$ cat src/rtl/dbf_pkg.sv
package dbf_pkg;

   // synchronized host control pins
   typedef struct packed {
      logic cs_n;
      logic wr_n;
      logic hb_sel;
      logic ld_n;
      logic clr_n;
      logic pd_n;
   } host_ctl_t;

   localparam int unsigned CTL_W = $bits(host_ctl_t);

   // idle level of each control pin
   localparam host_ctl_t CTL_IDLE = '{cs_n: 1'b1, wr_n: 1'b1, hb_sel: 1'b0,
                                      ld_n: 1'b1, clr_n: 1'b1, pd_n: 1'b1};

   // decoded per-clock actions
   typedef struct packed {
      logic wr_accept;
      logic hb_sel;
      logic dac_load;
      logic clr_act;
   } reg_cmd_t;

endpackage

$ cat src/rtl/dbf_sync.sv
module dbf_sync #(
   parameter int unsigned W      = 1,
   parameter int unsigned STAGES = 2,
   parameter logic [W-1:0] RST_VAL = '0
) (
   input  logic         clk,
   input  logic         rst_n,
   input  logic [W-1:0] d,
   output logic [W-1:0] q
);

   if (STAGES < 2) begin : g_bad_stages
      $error("dbf_sync: STAGES must be at least 2");
   end

   logic [W-1:0] chain [STAGES];

   for (genvar s = 0; s < STAGES; s++) begin : g_stage
      if (s == 0) begin : g_first
         always_ff @(posedge clk or negedge rst_n) begin
            if (!rst_n) chain[0] <= RST_VAL;
            else        chain[0] <= d;
         end
      end else begin : g_next
         always_ff @(posedge clk or negedge rst_n) begin
            if (!rst_n) chain[s] <= RST_VAL;
            else        chain[s] <= chain[s-1];
         end
      end
   end

   assign q = chain[STAGES-1];

endmodule

$ cat src/rtl/dbf_strobe.sv
module dbf_strobe
   import dbf_pkg::*;
(
   input  logic      clk,
   input  logic      rst_n,
   input  host_ctl_t ctl,
   output reg_cmd_t  cmd
);

   logic wr_prev;
   logic wr_rise;

   always_ff @(posedge clk or negedge rst_n) begin
      if (!rst_n) wr_prev <= 1'b1;
      else        wr_prev <= ctl.wr_n;
   end

   // rising edge of the active-low write strobe ends a write
   assign wr_rise = ctl.wr_n & ~wr_prev;

   always_comb begin
      cmd.clr_act   = ~ctl.clr_n;
      cmd.hb_sel    = ctl.hb_sel;
      cmd.wr_accept = wr_rise & ~ctl.cs_n & ctl.clr_n;
      cmd.dac_load  = ctl.clr_n & ~ctl.ld_n & (ctl.cs_n | cmd.wr_accept);
   end

   // the edge detector yields single-cycle pulses
   p_pulse_single_r4: assert property (@(posedge clk) disable iff (!rst_n)
      wr_rise |=> !wr_rise);

   // nothing is accepted while deselected
   p_no_write_deselected_r4: assert property (@(posedge clk) disable iff (!rst_n)
      ctl.cs_n |-> !cmd.wr_accept);

endmodule

$ cat src/rtl/dbf_regs.sv
module dbf_regs
   import dbf_pkg::*;
#(
   parameter int unsigned DATA_W = 12,
   parameter int unsigned BUS_W  = 8
) (
   input  logic              clk,
   input  logic              rst_n,
   input  reg_cmd_t          cmd,
   input  logic [BUS_W-1:0]  bus_s,
   output logic [DATA_W-1:0] dac_q,
   output logic              ref_buf_q,
   output logic              gain2_q
);

   localparam int unsigned HI_W    = DATA_W - BUS_W;
   localparam int unsigned REF_BIT = HI_W;
   localparam int unsigned GAIN_BIT = HI_W + 1;

   if (DATA_W <= BUS_W || HI_W + 2 > BUS_W) begin : g_bad_widths
      $error("dbf_regs: high byte must hold the upper code bits and two settings");
   end

   logic [DATA_W-1:0] in_reg;
   logic [DATA_W-1:0] in_next;

   always_comb begin
      in_next = in_reg;
      if (cmd.wr_accept) begin
         if (cmd.hb_sel) in_next[DATA_W-1:BUS_W] = bus_s[HI_W-1:0];
         else            in_next[BUS_W-1:0]      = bus_s;
      end
   end

   always_ff @(posedge clk or negedge rst_n) begin
      if (!rst_n) begin
         in_reg <= '0;
         dac_q  <= '0;
      end else if (cmd.clr_act) begin
         in_reg <= '0;
         dac_q  <= '0;
      end else begin
         in_reg <= in_next;
         if (cmd.dac_load) dac_q <= in_next;
      end
   end

   always_ff @(posedge clk or negedge rst_n) begin
      if (!rst_n) begin
         ref_buf_q <= 1'b0;
         gain2_q   <= 1'b0;
      end else if (cmd.wr_accept && cmd.hb_sel) begin
         ref_buf_q <= bus_s[REF_BIT];
         gain2_q   <= bus_s[GAIN_BIT];
      end
   end

   p_low_half_r1: assert property (@(posedge clk) disable iff (!rst_n)
      (cmd.wr_accept && !cmd.hb_sel) |=> in_reg[BUS_W-1:0] == $past(bus_s));

   p_high_half_r2: assert property (@(posedge clk) disable iff (!rst_n)
      (cmd.wr_accept && cmd.hb_sel) |=> in_reg[DATA_W-1:BUS_W] == $past(bus_s[HI_W-1:0]));

   p_ctrl_capture_r3: assert property (@(posedge clk) disable iff (!rst_n)
      (cmd.wr_accept && cmd.hb_sel) |=> (ref_buf_q == $past(bus_s[REF_BIT]))
                                     && (gain2_q == $past(bus_s[GAIN_BIT])));

   p_ctrl_hold_r3: assert property (@(posedge clk) disable iff (!rst_n)
      !(cmd.wr_accept && cmd.hb_sel) |=> $stable(ref_buf_q) && $stable(gain2_q));

   p_load_full_r5: assert property (@(posedge clk) disable iff (!rst_n)
      (cmd.dac_load && !cmd.clr_act) |=> dac_q == in_reg);

   p_dac_hold_r6: assert property (@(posedge clk) disable iff (!rst_n)
      (!cmd.dac_load && !cmd.clr_act) |=> $stable(dac_q));

   p_clear_zero_r7: assert property (@(posedge clk) disable iff (!rst_n)
      cmd.clr_act |=> (dac_q == '0) && (in_reg == '0));

endmodule

$ cat src/rtl/dac_byte_front.sv
module dac_byte_front
   import dbf_pkg::*;
#(
   parameter int unsigned DATA_W      = 12,
   parameter int unsigned BUS_W       = 8,
   parameter int unsigned SYNC_STAGES = 2
) (
   input  logic              clk,
   input  logic              rst_n,
   input  logic              cs_n,
   input  logic              wr_n,
   input  logic              hb_sel,
   input  logic              ld_n,
   input  logic              clr_n,
   input  logic              pd_n,
   input  logic [BUS_W-1:0]  bus,
   output logic [DATA_W-1:0] dac_code,
   output logic              ref_buffered,
   output logic              gain_double,
   output logic              out_hiz
);

   host_ctl_t        ctl_raw;
   host_ctl_t        ctl_s;
   logic [CTL_W-1:0] ctl_vec_s;
   logic [BUS_W-1:0] bus_s;
   reg_cmd_t         cmd;

   assign ctl_raw = '{cs_n: cs_n, wr_n: wr_n, hb_sel: hb_sel,
                      ld_n: ld_n, clr_n: clr_n, pd_n: pd_n};

   dbf_sync #(.W(CTL_W), .STAGES(SYNC_STAGES), .RST_VAL(CTL_IDLE)) u_sync_ctl (
      .clk(clk), .rst_n(rst_n), .d(ctl_raw), .q(ctl_vec_s));

   dbf_sync #(.W(BUS_W), .STAGES(SYNC_STAGES), .RST_VAL('0)) u_sync_bus (
      .clk(clk), .rst_n(rst_n), .d(bus), .q(bus_s));

   assign ctl_s = host_ctl_t'(ctl_vec_s);

   dbf_strobe u_strobe (.clk(clk), .rst_n(rst_n), .ctl(ctl_s), .cmd(cmd));

   dbf_regs #(.DATA_W(DATA_W), .BUS_W(BUS_W)) u_regs (
      .clk(clk), .rst_n(rst_n), .cmd(cmd), .bus_s(bus_s),
      .dac_q(dac_code), .ref_buf_q(ref_buffered), .gain2_q(gain_double));

   always_ff @(posedge clk or negedge rst_n) begin
      if (!rst_n) out_hiz <= 1'b0;
      else        out_hiz <= ~ctl_s.pd_n;
   end

   p_hiz_on_r9: assert property (@(posedge clk) disable iff (!rst_n)
      !ctl_s.pd_n |=> out_hiz);

   p_hiz_off_r9: assert property (@(posedge clk) disable iff (!rst_n)
      ctl_s.pd_n |=> !out_hiz);

endmodule

$ cat config.mk
export PLATFORM = sky130hd
export DESIGN_NAME = dac_byte_front
export DESIGN_NICKNAME = d
export VERILOG_FILES = /design/src/rtl/dbf_pkg.sv /design/src/rtl/dbf_sync.sv /design/src/rtl/dbf_strobe.sv /design/src/rtl/dbf_regs.sv /design/src/rtl/dac_byte_front.sv
export SDC_FILE = /design/constraint.sdc
export NUM_CORES = 1
export LEC_CHECK = 0
export BUFFER_PORTS_ARGS = -buffer_cell sky130_fd_sc_hd__clkbuf_2
export CELL_PAD_IN_SITES_DETAIL_PLACEMENT = 1
export CELL_PAD_IN_SITES_GLOBAL_PLACEMENT = 1
export CORE_MARGIN = 1
export CORE_UTILIZATION = 35
export DETAILED_ROUTE_END_ITERATION = 16
export GPL_ROUTABILITY_DRIVEN = 0
export PLACE_DENSITY = 0.6
export SLEW_MARGIN = 20
export SYNTH_ARGS = -nofsm -noshare
export SYNTH_HDL_FRONTEND = slang
export SYNTH_SLANG_ARGS = --single-unit
$ cat constraint.sdc
create_clock -name clk -period 2.3 [get_ports clk]
set_clock_uncertainty 0.2 [all_clocks]
set_input_delay 0.23 -clock clk [delete_from_list [all_inputs] [get_ports clk]]
set_output_delay 0.23 -clock clk [all_outputs]
set_load 0.05 [all_outputs]
==> metrics, run 1 <==
status=completed; YS warnings=0; Final Cycle Share=86.3%; die area=5500 sq um; Worst Path Max Fanout=16; most common cell after layout, fill and taps aside=dfrtp_1; initial DRC count=43; PwrDens=817 nW/um^2; post-layout min period=1990 ps; CORE AREA=4880 sq um; fmax=504 MHz; leading area contributor after synthesis=dfrtp_1; Clock Pin Slew Worst Setup and Hold Paths=90 ps; final setup fails=0; Psw=0.403 mW; Mapped Area=1820 sq um; worst-path cell chain=and4bb_1, and2b_2, mux2i_1, o21ai_1; CTS Buffer Depth=2; Antenna diodes=0; part of the power in combinational logic=7.3%; Overall Global Routing Usage=13.2%; Vias/cell=4.39; Ports=31; switching part of the total=21.0%; fin util=48.2%; worst skew pair latency=300 ps; CTS Buf Count=5; site row count=25; average cell area after synthesis=15.2 sq um; worst rel slew slack=57.9%; sequential share of power=54.6%; Synth-to-Final Area Change=29.1%; Max VDD drop=0.443 mV; static leakage=1.10 nW; register area share after synthesis=77.6%; HP Class=reg2reg; CTS tree=built; register bit total from synthesis=56; H-tree depth=2; CTS Root Cell=clkbuf_8; Max Transition Viols Final=0; vias after detailed routing=1049; Tightest Pin Transition=632 ps; # clock sinks=56; Total Nets Final=187; largest net degree at the start of global routing=32; type of the worst setup path=reg2reg; max incr delay on CP=670 ps; GR Overflow Total=0; most frequent cells in the layout=45 x dfrtp_1, 30 x clkbuf_2, 15 x dlygate4sd3_1, 14 x nor2b_1, 13 x nand2_1; Initial Util=37.4%; initial antenna violation count=0; postcts setup bufs=0; Mapped Nets=136; cell-internal power=1.52 mW; type of element launching the critical path=flop; Setup TNS=0 ps; Die Ht=74.2 microns; layout cell share with drive strength beyond 1=30.8%; Die Span X=74.2 microns; Synth cell types=15; Synth area leaders=dfrtp_1 62%, dfstp_2 16%, mux2i_1 6.6%; post-synth top area share=61.8%; Setup crit end kind=flop; Worst Path Required=2280 ps; first-pass GRT wire length=5.24 mm; IO buf count=30; hpwl dp=2.08 mm; Antenna Nets Post-Route=0; Synth Instances=120; Max-Cap Viols=0; WP data arrival=1960 ps; Remaining DRCs=0; Initial DRT Pass Iterations=2; RSZ-0062 raised after global routing=no; WL final=3.07 mm; WL/cell=12.8 microns; final hold vios=0; Crit-path slowest cell=dfstp_2; vias in the first global route=1121; Clock Power Share=38.1%
## stage by stage
step	cell area (sq um)	worst slack (ps)	total power, mW	hold WS (ps)	instances
global route	2350	95.4	1.99	165	239
global placement	2070	241	1.19	68.6	216
finish	2350	315	1.92	155	239
CTS	2350	136	1.95	158	239
floorplan	1820	644	1.13	-266	120
detailed placement	2070	145	1.19	78.6	216
## cell usage after synthesis, drive strengths merged
| cell type | n |
|---|---|
| mux2i | 12 |
| and4bb | 1 |
| nor2b | 14 |
| nand2 | 14 |
| dfstp | 11 |
| clkbuf | 3 |
| buf | 1 |
| and2b | 1 |
| mux2 | 2 |
| dfrtp | 45 |
| inv | 1 |
| nand2b | 1 |
| o21ai | 14 |
## critical path, delay by kind of cell, from the launching register on
| kind | cells | cell delay, ps |
|---|---|---|
| and+or+nand+nor | 2 | 600 |
| muxes | 1 | 280 |
| AOI/OAI and AO/OA | 1 | 110 |
| DFF | 1 | 670 |
## power by group through the flow
stage,registers (mW),logic [mW],clock network [mW]
floorplan,1.10,0.0292,0
global placement,1.07,0.120,0
detailed placement,1.07,0.123,0
CTS,1.05,0.143,0.753
global route,1.06,0.152,0.786
finish,1.05,0.140,0.733
## final timing paths
path / start / to / slack, ps / cells after the start
min in group asynchronous: rst_n / u_regs.ref_buf_q$_DFFE_PN0P_ / 270 / 2
worst min-delay path: u_sync_bus.chain[15]$_DFF_PN0_ / u_sync_bus.q[7]$_DFF_PN0_ / 160 / 0
worst max register to register: u_sync_ctl.q[1]$_DFF_PN1_ / u_regs.dac_q[3]$_DFFE_PN0P_ / 310 / 4
worst min register to register: u_sync_bus.chain[15]$_DFF_PN0_ / u_sync_bus.q[7]$_DFF_PN0_ / 160 / 0
worst max-delay path: u_sync_ctl.q[1]$_DFF_PN1_ / u_regs.dac_q[3]$_DFFE_PN0P_ / 310 / 4
max in group asynchronous: rst_n / u_regs.dac_q[3]$_DFFE_PN0P_ / 1030 / 3
## logic make-up after synthesis
kind of cell,Yosys count,share of synthesized area (%)
AOI/OAI and AO/OA,14,3.84
muxes,14,7.82
buffers and inverters,5,1.44
DFF,56,77.6
and+or+nand+nor,31,9.27
## final cells by class
class,instances,area (sq um)
Clock inverter,2,60.1
Tap cell,67,83.8
Sequential cell,56,1420
Multi-Input combinational cell,59,383
Clock buffer,6,72.6
Fill cell,522,2530
Timing Repair Buffer,48,335
Inverter,1,3.75
## per-layer routing
metal	GRT usage [%]	routed length (microns)	vias to the layer above
met2	22.5	1600	24
met5	0	0	-
met4	4.49	30	0
met3	4.47	120	4
li1	-	-	489
met1	15.6	1310	532
## timing repair
item                                   4_1_cts  5_1_grt
setup endpoints to repair                    0        1
hold buffers                                15        0
resized for setup                            0        1
endpoints found under the hold margin       28        0
No activity file was read; power rests on OpenSTA's default activity.
==> run 2, diff against run 1 <==
--- a/config.mk
+++ b/config.mk
@@ -9,11 +9,12 @@
 export CELL_PAD_IN_SITES_DETAIL_PLACEMENT = 1
 export CELL_PAD_IN_SITES_GLOBAL_PLACEMENT = 1
 export CORE_MARGIN = 1
-export CORE_UTILIZATION = 35
+export CORE_UTILIZATION = 45
 export DETAILED_ROUTE_END_ITERATION = 16
 export GPL_ROUTABILITY_DRIVEN = 0
-export PLACE_DENSITY = 0.6
+export PLACE_DENSITY = 0.74
 export SLEW_MARGIN = 20
 export SYNTH_ARGS = -nofsm -noshare
 export SYNTH_HDL_FRONTEND = slang
+export SYNTH_HIERARCHICAL = 1
 export SYNTH_SLANG_ARGS = --single-unit
==> metrics, run 2 <==
CTS tree=built (unchanged); GR Overflow Total=0 (unchanged); reg2reg path depth=6 (was 4); Synth Flop Type=dfrtp_1 (unchanged); post-cts sizing count=0 (unchanged); CTS Hold Bufs=15 (unchanged); multi-input logic area=369 sq um (was 383 sq um); WP data arrival=2020 ps (was 1960 ps); post-route worst setup slack=288 ps (was 315 ps); IO buf count=30 (unchanged); Die Span X=67.7 microns (was 74.2 microns); H-tree depth=2 (unchanged); # clock sinks=56 (unchanged); CTS Buffer Depth=2 (unchanged); Ports=31 (unchanged); top cells by count, synth=45 x dfrtp_1, 24 x nor2_1, 15 x buf_4, 12 x a211oi_1, 12 x mux2i_1 (was 45 x dfrtp_1, 14 x nor2b_1, 13 x nand2_1, 12 x mux2i_1, 11 x dfstp_2); Die Ht=67.7 microns (was 74.2 microns); Total Nets Final=186 (was 187); YS warnings=6 (was 0); Remaining DRCs=0 (unchanged); Overall Global Routing Usage=17.6% (was 13.2%); Final Cycle Share=87.5% (was 86.3%); Synth area leaders=dfrtp_1 58%, dfstp_2 15%, mux2i_1 6.2% (was dfrtp_1 62%, dfstp_2 16%, mux2i_1 6.6%); worst rel slew slack=62.7% (was 57.9%); Max VDD drop=0.512 mV (was 0.443 mV); HP Class=reg2reg (unchanged); Setup TNS=0 ps (unchanged); site row count=23 (was 25); dpl ws=286 ps (was 145 ps); Synth-to-Final Area Change=17.2% (was 29.1%); Mapped Nets=150 (was 136); status=completed (unchanged); postcts setup bufs=0 (unchanged); Antenna diodes=0 (unchanged); Max Transition Viols Final=0 (unchanged); worst skew pair latency=320 ps (was 300 ps); register area share after synthesis=72.8% (was 77.6%); Initial DRT Pass Iterations=4 (was 2); Antenna Nets Post-Route=0 (unchanged); CTS Buf Count=5 (unchanged); WL final=3.38 mm (was 3.07 mm); Initial Util=47.6% (was 37.4%); average cell area after synthesis=14.5 sq um (was 15.2 sq um); final setup fails=0 (unchanged); largest net degree at the start of global routing=26 (was 32); RSZ-0062 raised after global routing=no (unchanged); post-synth top area share=57.9% (was 61.8%); final hold vios=0 (unchanged); most frequent cells in the layout=45 x dfrtp_1, 30 x clkbuf_2, 24 x nor2_1, 15 x dlygate4sd3_1 (was 45 x dfrtp_1, 30 x clkbuf_2, 15 x dlygate4sd3_1, 14 x nor2b_1, 13 x nand2_1); WL/cell=15.3 microns (was 12.8 microns); Tightest Pin Transition=559 ps (was 632 ps); Vias/cell=4.81 (was 4.39); Synth Instances=134 (was 120); Clock Pin Slew Worst Setup and Hold Paths=90 ps (about the same); CTS Root Cell=clkbuf_8 (unchanged); Worst Path Max Fanout=25 (was 16); EDFF count, synth=0 (unchanged); Min-Delay Path Depth=0 (unchanged); PwrDens=792 nW/um^2 (was 817 nW/um^2); initial DRC count=69 (was 43); Reg area=1420 sq um (unchanged); most instantiated library cell after synthesis=dfrtp_1 (unchanged); initial antenna violation count=0 (unchanged); most common cell after layout, fill and taps aside=dfrtp_1 (unchanged); FF-to-FF setup slack=290 ps (was 310 ps); fraction of registers with async set/reset=100% (unchanged); type of element launching the critical path=flop (unchanged); static leakage=1.15 nW (was 1.10 nW); die area=4590 sq um (was 5500 sq um); type of the worst setup path=reg2reg (unchanged); CORE AREA=4090 sq um (was 4880 sq um); Setup crit end kind=flop (unchanged); first-pass GRT wire length=5.57 mm (was 5.24 mm); fmax=497 MHz (was 504 MHz); vias after detailed routing=1063 (was 1049); register bit total from synthesis=56 (unchanged); post-layout min period=2010 ps (was 1990 ps); Fill cells=427 (was 522); hpwl dp=2.29 mm (was 2.08 mm); Mapped Area=1940 sq um (was 1820 sq um); Worst Path Required=2310 ps (was 2280 ps); vias in the first global route=1153 (was 1121); Synth cell types=16 (was 15); leading area contributor after synthesis=dfrtp_1 (unchanged); Max-Cap Viols=0 (unchanged); layout cell share with drive strength beyond 1=34.5% (was 30.8%)
-- run 2: cell types whose count changed after synthesis, moves of 2 or more --
cell / previous run / this run
nor2_1: 0 / 24
o21ai_1: 9 / 0
mux2_1: 2 / 0
inv_1: 1 / 3
o21ai_0: 5 / 0
a211oi_1: 0 / 12
mux2_2: 0 / 2
nand2_1: 13 / 0
buf_4: 0 / 15
nor2b_1: 14 / 0
-- run 2: final timing paths --
kind	startpoint	end
min	u_sync_bus/chain[9]$_DFF_PN0_	u_sync_bus/q[1]$_DFF_PN0_
min reg2reg	u_sync_bus/chain[9]$_DFF_PN0_	u_sync_bus/q[1]$_DFF_PN0_
min in group asynchronous	rst_n	u_regs/ref_buf_q$_DFFE_PN0P_
max	u_sync_ctl/q[1]$_DFF_PN1_	u_regs/dac_q[8]$_DFFE_PN0P_
max reg2reg	u_sync_ctl/q[1]$_DFF_PN1_	u_regs/dac_q[8]$_DFFE_PN0P_
max in group asynchronous	rst_n	u_regs/dac_q[0]$_DFFE_PN0P_
-- run 2: stage by stage --
step                total power [mW]  cells  utilization [%]  hold WS (ps)  instance area (sq um)
CTS                             1.83    221             55.8           160                   2280
global route                    1.88    221             55.8           169                   2280
global placement                1.26    198             49.9          31.6                   2040
floorplan                       1.21    134                -          -266                   1940
finish                          1.81    221             55.8           157                   2280
detailed placement              1.27    198             49.9          45.0                   2040
-- run 2: critical path, cell delays in order (launching register included) --
cell and delay, ps:
dfstp_2 530, inv_1 40, buf_4 210, a211oi_2 300
buf_4 300, nor2_1 80, a211oi_1 240
-- run 2: routing by layer --
metal | part of all wire, % | vias up | global-route usage [%]
met5 | 0 | - | 0
met1 | 44 | 537 | 22.4
li1 | - | 496 | -
met2 | 51 | 22 | 27.7
met3 | 3.2 | 8 | 4.05
met4 | 2.2 | 0 | 9.57
-- run 2: power by group --
part           internal [mW]  switching, mW  total, mW
clock network          0.217          0.323      0.539
logic                 0.0643          0.138      0.202
registers               1.04         0.0239       1.06
-- run 2: layout make-up --
cell class,instances,area share (%)
Clock buffer,5,3.02
Multi-Input combinational cell,55,16.2
Tap cell,50,2.75
Inverter,3,0.494
Clock inverter,3,0.934
Sequential cell,56,62.1
Timing Repair Buffer,49,14.5
-- run 2: cell families (layout without fill, tap and decap cells) --
| group | after synthesis | after routing | share of synthesized area [%] |
|---|---|---|---|
| multiplexers | 14 | 14 | 7.34 |
| AND/OR/NAND/NOR | 28 | 28 | 6.37 |
| flip-flops | 56 | 56 | 72.8 |
| buffers and inverters | 23 | 60 | 8.24 |
| AO/OA/AOI/OAI | 13 | 13 | 5.28 |
==> run 3, diff against run 2 <==
==> constraint.sdc (replaced) <==
create_clock -name clk -period 2 [get_ports clk]
set_clock_uncertainty 0.2 [all_clocks]
set_input_delay 0.2 -clock clk [delete_from_list [all_inputs] [get_ports clk]]
set_output_delay 0.2 -clock clk [all_outputs]
set_load 0.05 [all_outputs]
==> metrics, run 3 (synthesis results as in run 2) <==
vias after detailed routing=1062 (was 1063); static leakage=1.16 nW (was 1.15 nW); site row count=23 (unchanged); Setup crit end kind=flop (unchanged); WL final=3.21 mm (was 3.38 mm); cell-internal power=1.56 mW (was 1.32 mW); fmax=534 MHz (was 497 MHz); Antenna Nets Post-Route=0 (unchanged); Max Transition Viols Final=0 (unchanged); GR Overflow Total=0 (unchanged); CORE AREA=4090 sq um (unchanged); type of element launching the critical path=flop (unchanged); Clock Pin Slew Worst Setup and Hold Paths=90 ps (about the same); Inst Count DP=197 (was 198); worst-path cell chain=inv_1, nor3_4, nand2_2, mux2i_1, a211oi_1 (was inv_1, buf_4, a211oi_2, buf_4, nor2_1, a211oi_1); Final Cycle Share=93.6% (was 87.5%); RSZ-0062 raised after global routing=no (unchanged); Total Nets Final=185 (was 186); Max-Cap Viols=0 (unchanged); Setup TNS=0 ps (unchanged); crit-path leading delay family=flip-flops (was buffers and inverters); # clock sinks=56 (unchanged); worst skew pair latency=300 ps (was 320 ps); Die Span X=67.7 microns (unchanged); Worst Path Buf+Inv=1 (was 3); vias in the first global route=1131 (was 1153); Synth-to-Final Area Change=18.3% (was 17.2%); CTS Buffer Depth=2 (unchanged); final cell count without fillers=220 (was 221); Fill cells=421 (was 427); part of the power in combinational logic=11.4% (was 11.2%); Tightest Pin Transition=667 ps (was 559 ps); Remaining DRCs=0 (unchanged); Psw=0.515 mW (was 0.484 mW); largest net degree at the start of global routing=57 (was 26); layout cell share with drive strength beyond 1=33.5% (was 34.5%); final hold vios=0 (unchanged); post-layout min period=1870 ps (was 2010 ps); die area=4590 sq um (unchanged); Worst Path Required=2000 ps (was 2310 ps); WL/cell=14.6 microns (was 15.3 microns); Crit-path slowest cell=dfstp_2 (unchanged); CTS tree=built (unchanged); switching part of the total=24.9% (was 26.8%); worst rel slew slack=55.5% (was 62.7%); most frequent cells in the layout=45 x dfrtp_1, 30 x clkbuf_2, 24 x nor2_1, 15 x dlygate4sd3_1 (unchanged); IO buf count=30 (unchanged); CTS Root Cell=clkbuf_8 (unchanged); final setup fails=0 (unchanged); Worst Path Max Fanout=6 (was 25); first-pass GRT wire length=5.31 mm (was 5.57 mm); CTS Buf Count=5 (unchanged); Antenna diodes=0 (unchanged); Clock Power Share=29.6% (was 29.9%); Max VDD drop=0.549 mV (was 0.512 mV); initial DRC count=42 (was 69); Die Ht=67.7 microns (unchanged); status=completed (unchanged); Initial DRT Pass Iterations=4 (unchanged); HP Class=reg2reg (unchanged); Overall Global Routing Usage=16.4% (was 17.6%); Min Hold Slack=151 ps (was 157 ps); H-tree depth=2 (unchanged); sequential share of power=59.1% (was 58.9%); Ports=31 (unchanged); fin util=56.3% (was 55.8%); type of the worst setup path=reg2reg (unchanged); PwrDens=900 nW/um^2 (was 792 nW/um^2); most common cell after layout, fill and taps aside=dfrtp_1 (unchanged); hpwl dp=1.93 mm (was 2.29 mm); max incr delay on CP=530 ps (about the same); Vias/cell=4.83 (was 4.81); WP data arrival=1880 ps (was 2020 ps); initial antenna violation count=0 (unchanged); Initial Util=47.6% (unchanged)
run 3: through the flow:
step,worst slack [ps],instance area (sq um),power (mW)
floorplan,132,1940,1.39
global placement,133,2040,1.45
detailed placement,40.9,2040,1.46
CTS,105,2290,2.09
global route,60.0,2300,2.15
finish,129,2300,2.07
run 3: path summary, 6_finish.rpt:
kind	slack, ps	cells after the start	to	from
worst max-delay path	130	5	u_regs/dac_q[9]$_DFFE_PN0P_	u_sync_ctl/q[1]$_DFF_PN1_
worst min-delay path	150	0	u_sync_bus/q[0]$_DFF_PN0_	u_sync_bus/chain[8]$_DFF_PN0_
worst max register to register	130	5	u_regs/dac_q[9]$_DFFE_PN0P_	u_sync_ctl/q[1]$_DFF_PN1_
worst min register to register	150	0	u_sync_bus/q[0]$_DFF_PN0_	u_sync_bus/chain[8]$_DFF_PN0_
max in group asynchronous	800	3	u_regs/in_reg[10]$_DFF_PN0_	rst_n
min in group asynchronous	360	3	u_sync_bus/chain[15]$_DFF_PN0_	rst_n
run 3: what timing repair did:
item                                    CTS  global route
buffers inserted                          0             0
endpoints found under the hold margin    59             0
hold buffers                             15             0
endpoints found under the setup margin    1             1
resized for setup                         1             2
gates cloned                              0             0
run 3: power by group through the flow:
stage               clock, mW  combinational, mW  sequential (mW)
floorplan                   0             0.0752             1.32
global placement            0              0.207             1.24
detailed placement          0              0.211             1.24
CTS                     0.630              0.235             1.22
global route            0.669              0.254             1.23
finish                  0.612              0.235             1.22
run 3: final cells by class:
cell class                      count  area (sq um)  area share, %
Clock buffer                        8          90.1           3.92
Inverter                            3          11.3          0.490
Multi-Input combinational cell     55           385           16.8
Sequential cell                    56          1420           61.5
Tap cell                           50          62.6           2.72
Timing Repair Buffer               48           335           14.6
run 3: routing by layer:
| layer | vias up | global-route usage (%) | wire length (microns) |
|---|---|---|---|
| met5 | - | 0 | 0 |
| li1 | 495 | - | - |
| met1 | 539 | 20.5 | 1420 |
| met2 | 23 | 27.0 | 1630 |
| met4 | 0 | 5.59 | 39 |
| met3 | 5 | 5.07 | 121 |
